**config.mk**
```make
export PLATFORM = sky130hd
export DESIGN_NAME = gpio_masked_port
export DESIGN_NICKNAME = d
export VERILOG_FILES = /design/src/rtl/gpio_port_pkg.sv /design/src/rtl/gpio_sync2.sv /design/src/rtl/gpio_ctrl_regs.sv /design/src/rtl/gpio_read_mux.sv /design/src/rtl/gpio_masked_port.sv
export SDC_FILE = /design/constraint.sdc
export NUM_CORES = 1
export LEC_CHECK = 0
export CORE_MARGIN = 3
export CORE_UTILIZATION = 36
export DETAILED_ROUTE_END_ITERATION = 16
export PLACE_DENSITY = 0.75
export REMOVE_ABC_BUFFERS = 1
export SETUP_SLACK_MARGIN = 0.3
export SLEW_MARGIN = 20
export SYNTH_ARGS = -nofsm -noshare
export SYNTH_HDL_FRONTEND = slang
export SYNTH_SLANG_ARGS = --single-unit
```
**constraint.sdc**
```tcl
create_clock -name clk -period 1.2 [get_ports clk]
set_input_delay 0.12 -clock clk [delete_from_list [all_inputs] [get_ports clk]]
set_output_delay 0.12 -clock clk [all_outputs]
set_load 0.02 [all_outputs]
```
**src/rtl/gpio_port_pkg.sv**
```systemverilog
// Package gpio_port_pkg
// Holds the types shared by the GPIO port modules: the decoded
// address region of a bus transfer.
package gpio_port_pkg;

    typedef enum logic [1:0] {
        RGN_NONE = 2'd0,
        RGN_DATA = 2'd1,
        RGN_DIR  = 2'd2
    } gpio_region_e;

endpackage

```
**src/rtl/gpio_sync2.sv**
```systemverilog
// Module gpio_sync2
// A two-flop synchronizer, one per pad line. A pad value shows on
// sync_o after the second rising edge.
// Assumes: pad inputs are quasi-static compared with the clock.
module gpio_sync2 #(
    parameter int WIDTH = 8
) (
    input  logic             clk,
    input  logic             rst_n,
    input  logic [WIDTH-1:0] pad_i,
    output logic [WIDTH-1:0] sync_o
);

    logic [WIDTH-1:0] stage1_q;
    logic [WIDTH-1:0] stage2_q;

    for (genvar gi = 0; gi < WIDTH; gi++) begin : g_line
        // Purpose: two-stage capture of one pad line.
        always_ff @(posedge clk) begin
            if (!rst_n) begin
                stage1_q[gi] <= 1'b0;
                stage2_q[gi] <= 1'b0;
            end else begin
                stage1_q[gi] <= pad_i[gi];
                stage2_q[gi] <= stage1_q[gi];
            end
        end
    end

    assign sync_o = stage2_q;

    // Cycles since reset (saturating), so the delay check only looks
    // at history that lies after reset.
    logic [1:0] age_q;
    always_ff @(posedge clk) begin
        if (!rst_n)              age_q <= 2'd0;
        else if (age_q != 2'd2)  age_q <= age_q + 2'd1;
    end

    assert_sync_delay_R7: assert property (@(posedge clk) disable iff (!rst_n)
        (age_q == 2'd2) |-> (sync_o == $past(pad_i, 2)));

endmodule

```
**src/rtl/gpio_ctrl_regs.sv**
```systemverilog
// Module gpio_ctrl_regs
// Holds the output data register and the direction register. A data
// write updates only the lines that are both selected by the address
// mask and in output mode.
// Assumes: wr_en is a single-cycle strobe from the bus access phase.
module gpio_ctrl_regs
    import gpio_port_pkg::*;
#(
    parameter int WIDTH = 8
) (
    input  logic             clk,
    input  logic             rst_n,
    input  logic             wr_en,
    input  gpio_region_e     region,
    input  logic [WIDTH-1:0] mask,
    input  logic [WIDTH-1:0] wdata,
    output logic [WIDTH-1:0] data_q,
    output logic [WIDTH-1:0] dir_q
);

    logic             wr_data;
    logic             wr_dir;
    logic [WIDTH-1:0] upd;

    assign wr_data = wr_en && (region == RGN_DATA);
    assign wr_dir  = wr_en && (region == RGN_DIR);
    assign upd     = mask & dir_q;

    // Purpose: direction register, written whole at its own offset.
    always_ff @(posedge clk) begin
        if (!rst_n)      dir_q <= '0;
        else if (wr_dir) dir_q <= wdata;
    end

    for (genvar gi = 0; gi < WIDTH; gi++) begin : g_bit
        // Purpose: one data bit, updated when selected and driven.
        always_ff @(posedge clk) begin
            if (!rst_n)                     data_q[gi] <= 1'b0;
            else if (wr_data && upd[gi])    data_q[gi] <= wdata[gi];
        end
    end

    assert_data_hold_R3: assert property (@(posedge clk) disable iff (!rst_n)
        !wr_data |=> $stable(data_q));

    assert_input_locked_R4: assert property (@(posedge clk) disable iff (!rst_n)
        wr_data |=> (((data_q ^ $past(data_q)) & ~$past(dir_q)) == '0));

    assert_dir_hold_R8: assert property (@(posedge clk) disable iff (!rst_n)
        !wr_dir |=> $stable(dir_q));

endmodule

```
**src/rtl/gpio_read_mux.sv**
```systemverilog
// Module gpio_read_mux
// Forms the read data for one transfer. Data reads return the
// per-line value gated by the address mask; direction reads return
// the direction register; unmapped reads return zero.
// Assumes: rd_en is high during the transfer being read.
module gpio_read_mux
    import gpio_port_pkg::*;
#(
    parameter int WIDTH = 8
) (
    input  logic             clk,
    input  logic             rst_n,
    input  logic             rd_en,
    input  gpio_region_e     region,
    input  logic [WIDTH-1:0] mask,
    input  logic [WIDTH-1:0] data_q,
    input  logic [WIDTH-1:0] dir_q,
    input  logic [WIDTH-1:0] sync_i,
    output logic [WIDTH-1:0] rdata
);

    logic [WIDTH-1:0] line_val;

    // Purpose: choose driven value or sampled pad per line.
    always_comb begin
        for (int i = 0; i < WIDTH; i++) begin
            line_val[i] = dir_q[i] ? data_q[i] : sync_i[i];
        end
    end

    // Purpose: select the read source by region.
    always_comb begin
        rdata = '0;
        if (rd_en) begin
            unique case (region)
                RGN_DATA: rdata = line_val & mask;
                RGN_DIR:  rdata = dir_q;
                default:  rdata = '0;
            endcase
        end
    end

    assert_masked_zero_R5: assert property (@(posedge clk) disable iff (!rst_n)
        (rd_en && region == RGN_DATA) |-> ((rdata & ~mask) == '0));

    assert_unmapped_zero_R8: assert property (@(posedge clk) disable iff (!rst_n)
        (rd_en && region == RGN_NONE) |-> (rdata == '0));

endmodule

```
**src/rtl/gpio_masked_port.sv**
```systemverilog
// Module gpio_masked_port
// Top level of the address-masked GPIO port. Decodes the bus address
// into a region and a line mask, and ties the registers, the read
// multiplexer and the input synchronizer together.
// Assumes: ADDR_W > WIDTH + 2 and the direction offset lies above the
// data window; transfers follow the setup/access phase protocol.
module gpio_masked_port
    import gpio_port_pkg::*;
#(
    parameter int               WIDTH   = 8,
    parameter int               ADDR_W  = 12,
    parameter logic [ADDR_W-1:0] DIR_OFS = 12'h400
) (
    input  logic              clk,
    input  logic              rst_n,
    input  logic              psel,
    input  logic              penable,
    input  logic              pwrite,
    input  logic [ADDR_W-1:0] paddr,
    input  logic [WIDTH-1:0]  pwdata,
    output logic [WIDTH-1:0]  prdata,
    output logic              pready,
    input  logic [WIDTH-1:0]  gpio_in,
    output logic [WIDTH-1:0]  gpio_out,
    output logic [WIDTH-1:0]  gpio_oe,
    output logic [WIDTH-1:0]  gpio_sync
);

    localparam int MASK_LO = 2;
    localparam int MASK_HI = WIDTH + MASK_LO - 1;

    gpio_region_e     region;
    logic [WIDTH-1:0] mask;
    logic [WIDTH-1:0] data_q;
    logic [WIDTH-1:0] dir_q;
    logic             wr_en;
    logic             rd_en;

    assign mask  = paddr[MASK_HI:MASK_LO];
    assign wr_en = psel && penable && pwrite;
    assign rd_en = psel && !pwrite;

    // Purpose: map the byte address onto a register region.
    always_comb begin
        if (paddr[MASK_LO-1:0] != '0)
            region = RGN_NONE;
        else if (paddr[ADDR_W-1:MASK_HI+1] == '0)
            region = RGN_DATA;
        else if (paddr == DIR_OFS)
            region = RGN_DIR;
        else
            region = RGN_NONE;
    end

    gpio_ctrl_regs #(.WIDTH(WIDTH)) u_regs (
        .clk    (clk),
        .rst_n  (rst_n),
        .wr_en  (wr_en),
        .region (region),
        .mask   (mask),
        .wdata  (pwdata),
        .data_q (data_q),
        .dir_q  (dir_q)
    );

    gpio_sync2 #(.WIDTH(WIDTH)) u_sync (
        .clk    (clk),
        .rst_n  (rst_n),
        .pad_i  (gpio_in),
        .sync_o (gpio_sync)
    );

    gpio_read_mux #(.WIDTH(WIDTH)) u_rmux (
        .clk    (clk),
        .rst_n  (rst_n),
        .rd_en  (rd_en),
        .region (region),
        .mask   (mask),
        .data_q (data_q),
        .dir_q  (dir_q),
        .sync_i (gpio_sync),
        .rdata  (prdata)
    );

    assign pready   = 1'b1;
    assign gpio_out = data_q;
    assign gpio_oe  = dir_q;

    assert_oe_follows_dir_R2: assert property (@(posedge clk) disable iff (!rst_n)
        (wr_en && paddr == DIR_OFS) |=> (gpio_oe == $past(pwdata)));

endmodule

```
==> results of run 1 <==
-- cells in the final DEF (no fill, tap or decap), types with 2 or more instances in the layout --
cell type | netlist | final
sky130_fd_sc_hd__buf_6 | 2 | 51
sky130_fd_sc_hd__buf_4 | 2 | 29
sky130_fd_sc_hd__nand2_1 | 24 | 24
sky130_fd_sc_hd__dfxtp_2 | 0 | 24
sky130_fd_sc_hd__clkdlybuf4s50_1 | 0 | 20
sky130_fd_sc_hd__and2_1 | 16 | 16
sky130_fd_sc_hd__mux2i_1 | 16 | 13
sky130_fd_sc_hd__mux2_4 | 0 | 8
sky130_fd_sc_hd__nor2_1 | 9 | 8
sky130_fd_sc_hd__dfxtp_1 | 32 | 8
sky130_fd_sc_hd__buf_2 | 0 | 7
sky130_fd_sc_hd__clkbuf_8 | 0 | 6
sky130_fd_sc_hd__a32oi_2 | 0 | 5
sky130_fd_sc_hd__nand3_4 | 0 | 5
sky130_fd_sc_hd__and4_4 | 0 | 3
sky130_fd_sc_hd__a32oi_1 | 8 | 3
sky130_fd_sc_hd__mux2i_2 | 0 | 3
sky130_fd_sc_hd__nand3_2 | 1 | 3
sky130_fd_sc_hd__clkinv_2 | 0 | 2
sky130_fd_sc_hd__buf_8 | 0 | 2
-- metrics by stage --
step | std cells | hold slack [ps] | cell area (µm²) | util (%) | power, mW
after detailed placement | 282 | 418.1 | 2320 | 66.38 | 1.398
final | 295 | 127.8 | 2755 | 78.84 | 2.263
after global routing | 295 | 145.8 | 2755 | 78.84 | 2.341
after global placement | 282 | 414.4 | 2320 | 66.38 | 1.390
after CTS | 291 | 115.1 | 2599 | 74.36 | 2.259
after floorplan | 130 | 241.7 | 1306 | - | 1.179
-- logic make-up after synthesis --
kind of cell | count (synthesis) | share of synthesized area [%]
simple gates | 65 | 25.07
flops | 32 | 47.02
mux | 24 | 18.37
buf+inv | 9 | 4.131
compound gates | 8 | 5.143
other cells | 1 | 0.2752
-- worst reg2reg max path, stage by stage, from the launching register on --
cell                      delay [ps]
sky130_fd_sc_hd__dfxtp_2         340
sky130_fd_sc_hd__buf_4           130
sky130_fd_sc_hd__buf_6           120
sky130_fd_sc_hd__nand3_2          70
sky130_fd_sc_hd__mux2i_1         180
-- how the worst max path moves through the flow --
| stage | end | slack [ps] |
|---|---|---|
| floorplan | u_regs.dir_q[0]$_SDFFE_PN0P_ | -240 |
| global placement | prdata[1] | -950 |
| detailed placement | prdata[0] | -1010 |
| CTS | prdata[6] | -280 |
| global route | prdata[7] | -340 |
| finish | prdata[7] | -360 |
-- area by class of cell --
cell class                 instances  area [µm²]
clock buffer                       6       82.58
clock inverter                     2       10.01
fill                             192       739.5
multi-input combinational         98       858.3
sequential                        32       670.6
tap                               46       57.56
timing repair buffer             111        1076
-- layer usage --
layer	global-route usage, %	wire (µm)
met4	11.65	130
met3	8.153	388
met2	40.83	2683
met5	0	0
met1	25.41	2007
-- registers in the layout, indices dropped and copies added, names as in the netlist --
name and count:
u_sync.sync_o 8, u_sync.stage1_q 8, u_regs.dir_q 8, u_regs.data_q 8
-- report_power, final --
part	switching (mW)	internal [mW]
Clock	0.388	0.457
Sequential	0.0133	1.09
Combinational	0.135	0.181
-- repair_timing --
item,4_1_cts,5_1_grt
setup endpoints to repair,48,47
pin swaps,30,6
endpoints found under the hold margin,0,0
resized for setup,295,26
cloned,0,0
setup buffers,1,4
==> impl_results.md, run 1 <==
- Run status: finished, violations left
- Violated checks: setup timing
- Critical Path Source: u_regs.dir_q[7]$_SDFFE_PN0P_
- Maxcap violations: 0
- Vias per cell: 5.163
- Critical path required time: between 1000 and 1500 ps
- Unique cell type count in the Yosys netlist: 19
- WS Path Type: reg -> out
- Ys async rst share: 0%
- Endpoint of the worst hold-timing path: u_regs.data_q[2]$_SDFFE_PN0P_
- Count of buffer and inverter cells on the critical path: 1
- DRC violation count after routing: 0
- Post-synthesis instance area: 1363 µm²
- Dominant register cell in the synthesized netlist: sky130_fd_sc_hd__dfxtp_1
- Unrepaired setup endpoints after global routing: yes
- Share of the synthesized area in the top cell type: between 40 and 50%
- Cell with the biggest individual delay on the critical path: sky130_fd_sc_hd__dfxtp_2
- Fraction of final layout cells sized beyond drive strength 1: roughly three fifths
- Most repeated cell in the gate-level netlist after synthesis: sky130_fd_sc_hd__dfxtp_1
- Destination of the worst register-to-register timing path: u_regs.data_q[7]$_SDFFE_PN0P_
- Worst min-delay path startpoint: paddr[4]
- Worst min path class: in -> reg
- Initial standard-cell utilization of the core: between 30% and 40%
- Final Skew: about 6.8 ps
- WL per Instance: roughly 18 µm
- Largest net degree at the start of global routing: 22
- Largest stage delay, worst path: 360 ps
- Post-synth top area cell: sky130_fd_sc_hd__dfxtp_1
- Number of flops mapped to enable cells by yosys: 0
- Clock Pin Slew Worst Setup and Hold Paths: about 70 ps
- Height of the die: 67.52 µm
- FF-to-FF Start: u_regs.dir_q[7]$_SDFFE_PN0P_
- DRT iter0 DRCs: 50
- Core area: between 3000 and 4000 µm²
- Antenna diode count: 0
- Total count of max-transition violations in the final report: 0
- Weighted congestion reported at the end of routability-driven placement: 0.8233
- Final Cycle Share: 130.1%
- Pre-CTS worst setup slack: -1014 ps
- Nets: between 200 and 300
- Maximum clock path buffer count: 2
- Fmax: roughly 640 MHz
- Power Dens Cells: roughly 820 nW/µm²
- Wire length of the first global-routing pass: ~7.8 mm
- Drt first pass iters: 4
- Number of hold violations in the final report: 0
- Sum of routed wire length over all layers: roughly 5.2 mm
- Setup-failing EPs final: 14
- Row count: 21
- YS warnings: 0
- Launching element type of the critical path: flip-flop
- Critical path fanouts, max: 2
- Combined global-route utilization of all metal layers: 23.62%
- Number of buffers created by CTS: 5
- Number of cells produced by synthesis: roughly 140
- Number of ports placed on the die boundary: 66
- Final min period: between 1500 and 2000 ps
- R2r worst-path depth: 4
- Number of vias in the routed layout: 1,523
- Number of global-route vias before repair: about 1,700
- Seq cells post-synth: 32
- Top cell types by occurrence after synthesis: sky130_fd_sc_hd__dfxtp_1 (32), sky130_fd_sc_hd__nand2_1 (24), sky130_fd_sc_hd__and2_1 (16), sky130_fd_sc_hd__mux2i_1 (16), sky130_fd_sc_hd__nor2_1 (9)
- Die Outline Area: ~4600 µm²
- Clock root cell: sky130_fd_sc_hd__clkbuf_8
- Port-buffer cells: 64
- TritonCTS clock tree: done
- Die X: about 68 µm
- Hold buffer count at CTS: 0
- Data arrival, critical path: about 1400 ps
- Pleak: 1.230 nW
- Portion of the post-synthesis area used by sequential elements: between 40% and 50%
- Detail Route Antenna Nets: 0
- Worst Slack Setup Final: -361.0 ps
- Num Clock Sinks: 32
- Cells traversed along the worst timing path: mux2_4, a32oi_2, nor2_1, buf_4
- Worst reg2reg setup slack: around 280 ps
- Clock latency reported for the late side of the worst-skew pair: roughly 290 ps
- H-tree depth: 2
- Area growth from synthesis to layout: 102.2%
- DP Wirelength: 3.432 mm
- Cells taking the most area after synthesis: sky130_fd_sc_hd__dfxtp_1 (47%), sky130_fd_sc_hd__mux2i_1 (12%), sky130_fd_sc_hd__and2_1 (7.3%), sky130_fd_sc_hd__mux2_2 (6.6%), sky130_fd_sc_hd__nand2_1 (6.6%)
- Worst hold path cell count: 3
- Synthesized area per cell: between 9 and 10 µm²
- Cell depth of the worst setup path: 4
- Setup_tns: -2338 ps
- Largest vdd supply drop: between 0.8 and 0.9 mV
- Nature of the critical path endpoint: output pin
- Total congestion overflow after global routing: 0
- Antenna violations before repair: 0
- Cell family with most CP delay: flip-flops
(Power assumes the default switching activity.)
==> run 2, diff against run 1 <==
Settings changed: CORE_UTILIZATION 36 to 43, CTS_CLUSTER_DIAMETER from default to 60, GPL_TIMING_DRIVEN from default to 0, PLACE_DENSITY 0.75 to 0.84.
Clock period 1.2 ns to 1.84 ns, I/O delays scaled along.
==> run 2 against run 1 <==
  * The run now ends clean
  * Combinational power is 51% lower
  * Worst hold slack improved by 78 ps
  * Utilization decreased by 1.2 points
  * Routed wire length is 18% lower
  * Cell count fell by 13%
  * Sequential power down 36%
  * Via count decreased by 14%
  * Critical endpoint is now prdata[2]
  * Largest cell class is now multi-input gates
==> impl_results.md, run 2 (same netlist as run 1, synthesis figures left out) <==
- WS Path Type: reg -> out
- Maximum clock path buffer count: 2 (unchanged)
- Number of vias in the routed layout: 1,315 (-14%)
- Largest vdd supply drop: 0.5885 mV (-29%)
- H-tree depth: 2 (unchanged)
- Cells traversed along the worst timing path: mux2_4, a32oi_1, nor2_1, buf_4
- Most common cell after layout, fill and taps aside: sky130_fd_sc_hd__clkdlybuf4s50_1
- Largest net degree at the start of global routing: 41 (+86%)
- Worst reg2reg setup slack: 890 ps (+610 ps)
- Internal power component: 0.9740 mW (-44%)
- Vias per cell: 5.137 (-0.50%)
- Largest stage delay, worst path: 370 ps (about the same)
- Cell with the biggest individual delay on the critical path: sky130_fd_sc_hd__dfxtp_2
- Antenna violations before repair: 0 (unchanged)
- Setup-failing EPs final: 0 (-14)
- Port-buffer cells: 64 (unchanged)
- Hold buffer count at CTS: 0 (unchanged)
- Run status: complete, no violations
- Unrepaired setup endpoints after global routing: yes
- Total net switching power: 0.3175 mW (-41%)
- Sequential Power Share: 54.8% (+6.1 points)
- Proportion of power drawn by combinational gates: 11.8% (-2.1 points)
- Post-route design area: 2235 µm² (-19%)
- Maxcap violations: 0 (unchanged)
- Pleak: 1.179 nW (-4.1%)
- Row count: 19 (-9.5%)
- Area of placed instances: 1999 µm² (-14%)
- Wire length of the first global-routing pass: 6.603 mm (-15%)
- FF-to-FF Start: u_regs.dir_q[2]$_SDFFE_PN0P_
- Most used cells in the layout excluding fill and tap cells: sky130_fd_sc_hd__clkdlybuf4s50_1 (27), sky130_fd_sc_hd__nand2_1 (24), sky130_fd_sc_hd__dfxtp_1 (24)
- TritonCTS clock tree: done
- Total count of max-transition violations in the final report: 0 (unchanged)
- Final Cycle Share: between 80% and 90%
- R2r worst-path depth: 4 (unchanged)
- Power Dens Cells: 577.9 nW/µm² (-30%)
- Sw Share: 24.58% (+0.88 points)
- Number of global-route vias before repair: 1,324 (-20%)
- Clock latency reported for the late side of the worst-skew pair: 330 ps (+40 ps)
- Detail Route Antenna Nets: 0 (unchanged)
- Height of the die: 62.29 µm (-7.7%)
- Destination of the worst register-to-register timing path: u_regs.data_q[2]$_SDFFE_PN0P_
- Worst-Margin Slew: around 580 ps
- Antenna diode count: 0 (unchanged)
- Drt first pass iters: 5 (+1)
- DRC violation count after routing: 0 (unchanged)
- Clock Pin Slew Worst Setup and Hold Paths: 100 ps (+30 ps)
- Total congestion overflow after global routing: 0 (unchanged)
- Data arrival, critical path: 1440 ps (about the same)
- Critical Path Source: u_regs.dir_q[2]$_SDFFE_PN0P_
- Area taken by flip-flops and latches: 660.6 µm² (-1.5%)
- Final min period: between 1500 and 2000 ps
- Weighted congestion reported at the end of routability-driven placement: 0.7098 (-14%)
- DP Wirelength: 2.638 mm (-23%)
- WL per Instance: 16.59 µm (-6.0%)
- Combined global-route utilization of all metal layers: 21.62% (-2.0 points)
- Worst min-delay path startpoint: paddr[4]
- Critical path fanouts, max: 2 (unchanged)
- Launching element type of the critical path: flip-flop
- Die X: 62.29 µm (-7.7%)
- Number of buffers created by CTS: 5 (unchanged)
- Num Clock Sinks: 32 (unchanged)
- Nature of the critical path endpoint: output pin
- Fillcell total: 189 (-1.6%)
- Sum of routed wire length over all layers: 4.248 mm (-18%)
- Core area: 2877 µm² (-18%)
- Area growth from synthesis to layout: 64.00%
- Clock root cell: sky130_fd_sc_hd__clkbuf_4
- Fmax: 614.0 MHz
- Die Outline Area: 3880 µm² (-15%)
- Worst min path class: in -> reg
- Worst setup path endpoint: prdata[2]
- Clock share of power: 33.3% (-4.0 points)
- Fraction of final layout cells sized beyond drive strength 1: 25.70% (-36 points)
- Fin Hold WS: 205.8 ps (+77.95 ps)
- Initial standard-cell utilization of the core: 47.37% (+8.4 points)
- Number of hold violations in the final report: 0 (unchanged)
- Nets: 246 (-12%)
- Max-slew headroom at the worst pin: between 60% and 70%
- DRT iter0 DRCs: 59 (+18%)
- Combined area of the multi-input logic cells: 742.0 µm² (-14%)
- Critical path required time: 1660 ps (+580 ps)
- Final Skew: 4.116 ps (-2.706 ps)
- Number of ports placed on the die boundary: 66 (unchanged)
## run 2: worst min-delay path by stage
stage	to	slack [ps]	cells past startpoint
global route	u_regs.data_q[2]$_SDFFE_PN0P_	200	3
global placement	u_sync.sync_o[3]$_SDFF_PN0_	410	1
finish	u_regs.data_q[2]$_SDFFE_PN0P_	210	3
floorplan	u_sync.stage1_q[0]$_SDFF_PN0_	310	1
detailed placement	u_sync.sync_o[6]$_SDFF_PN0_	420	1
CTS	u_regs.data_q[5]$_SDFFE_PN0P_	320	3
## run 2: what timing repair did
item                                    4_1_cts  5_1_grt
gates resized for setup                      79       24
pin swaps                                    16       18
endpoints found under the setup margin       32       28
buffers inserted                              9        2
gates cloned                                  1        0
## run 2: final cells by class
class	instances	share of cell area (%)
multi-input cells	99	33.20
repair buffers	75	32.08
flip-flops and latches	32	29.56
clock buffers	7	2.464
well taps	42	2.352
clock inverters	1	0.3359
## run 2: worst max-delay path, delay by kind of cell (launching register included)
kind	cells	cell delay, ps
and+or+nand+nor	1	70
buffers and inverters	1	170
AOI/OAI and AO/OA	1	190
muxes	1	300
DFF	1	370
## run 2: per-stage QoR
step	TNS, ps	utilization (%)	setup WS, ps	total power, mW	cells
floorplan	0	-	338.2	0.7687	130
global placement	-11900	69.51	-660.2	0.8752	236
detailed placement	-11510	69.51	-628.1	0.8781	236
CTS	0	75.55	199.5	1.300	254
global route	0	77.69	130.6	1.361	256
finish	0	77.69	211.4	1.292	256
## run 2: metal layers
layer / track usage, % / part of all wire (%) / vias to the layer above
li1: - / - / 630
met3: 7.568 / 8.1 / 4
met2: 36.16 / 51 / 67
met1: 25.98 / 40 / 614
met5: 0 / 0 / -
met4: 6.887 / 0.99 / 0
## run 2: power by group through the flow
| stage | clock [mW] | combinational [mW] | sequential, mW |
|---|---|---|---|
| after global placement | 0 | 0.146 | 0.729 |
| final | 0.431 | 0.153 | 0.708 |
| after CTS | 0.441 | 0.151 | 0.708 |
| after floorplan | 0 | 0.0314 | 0.737 |
| after global routing | 0.488 | 0.163 | 0.710 |
| after detailed placement | 0 | 0.149 | 0.729 |
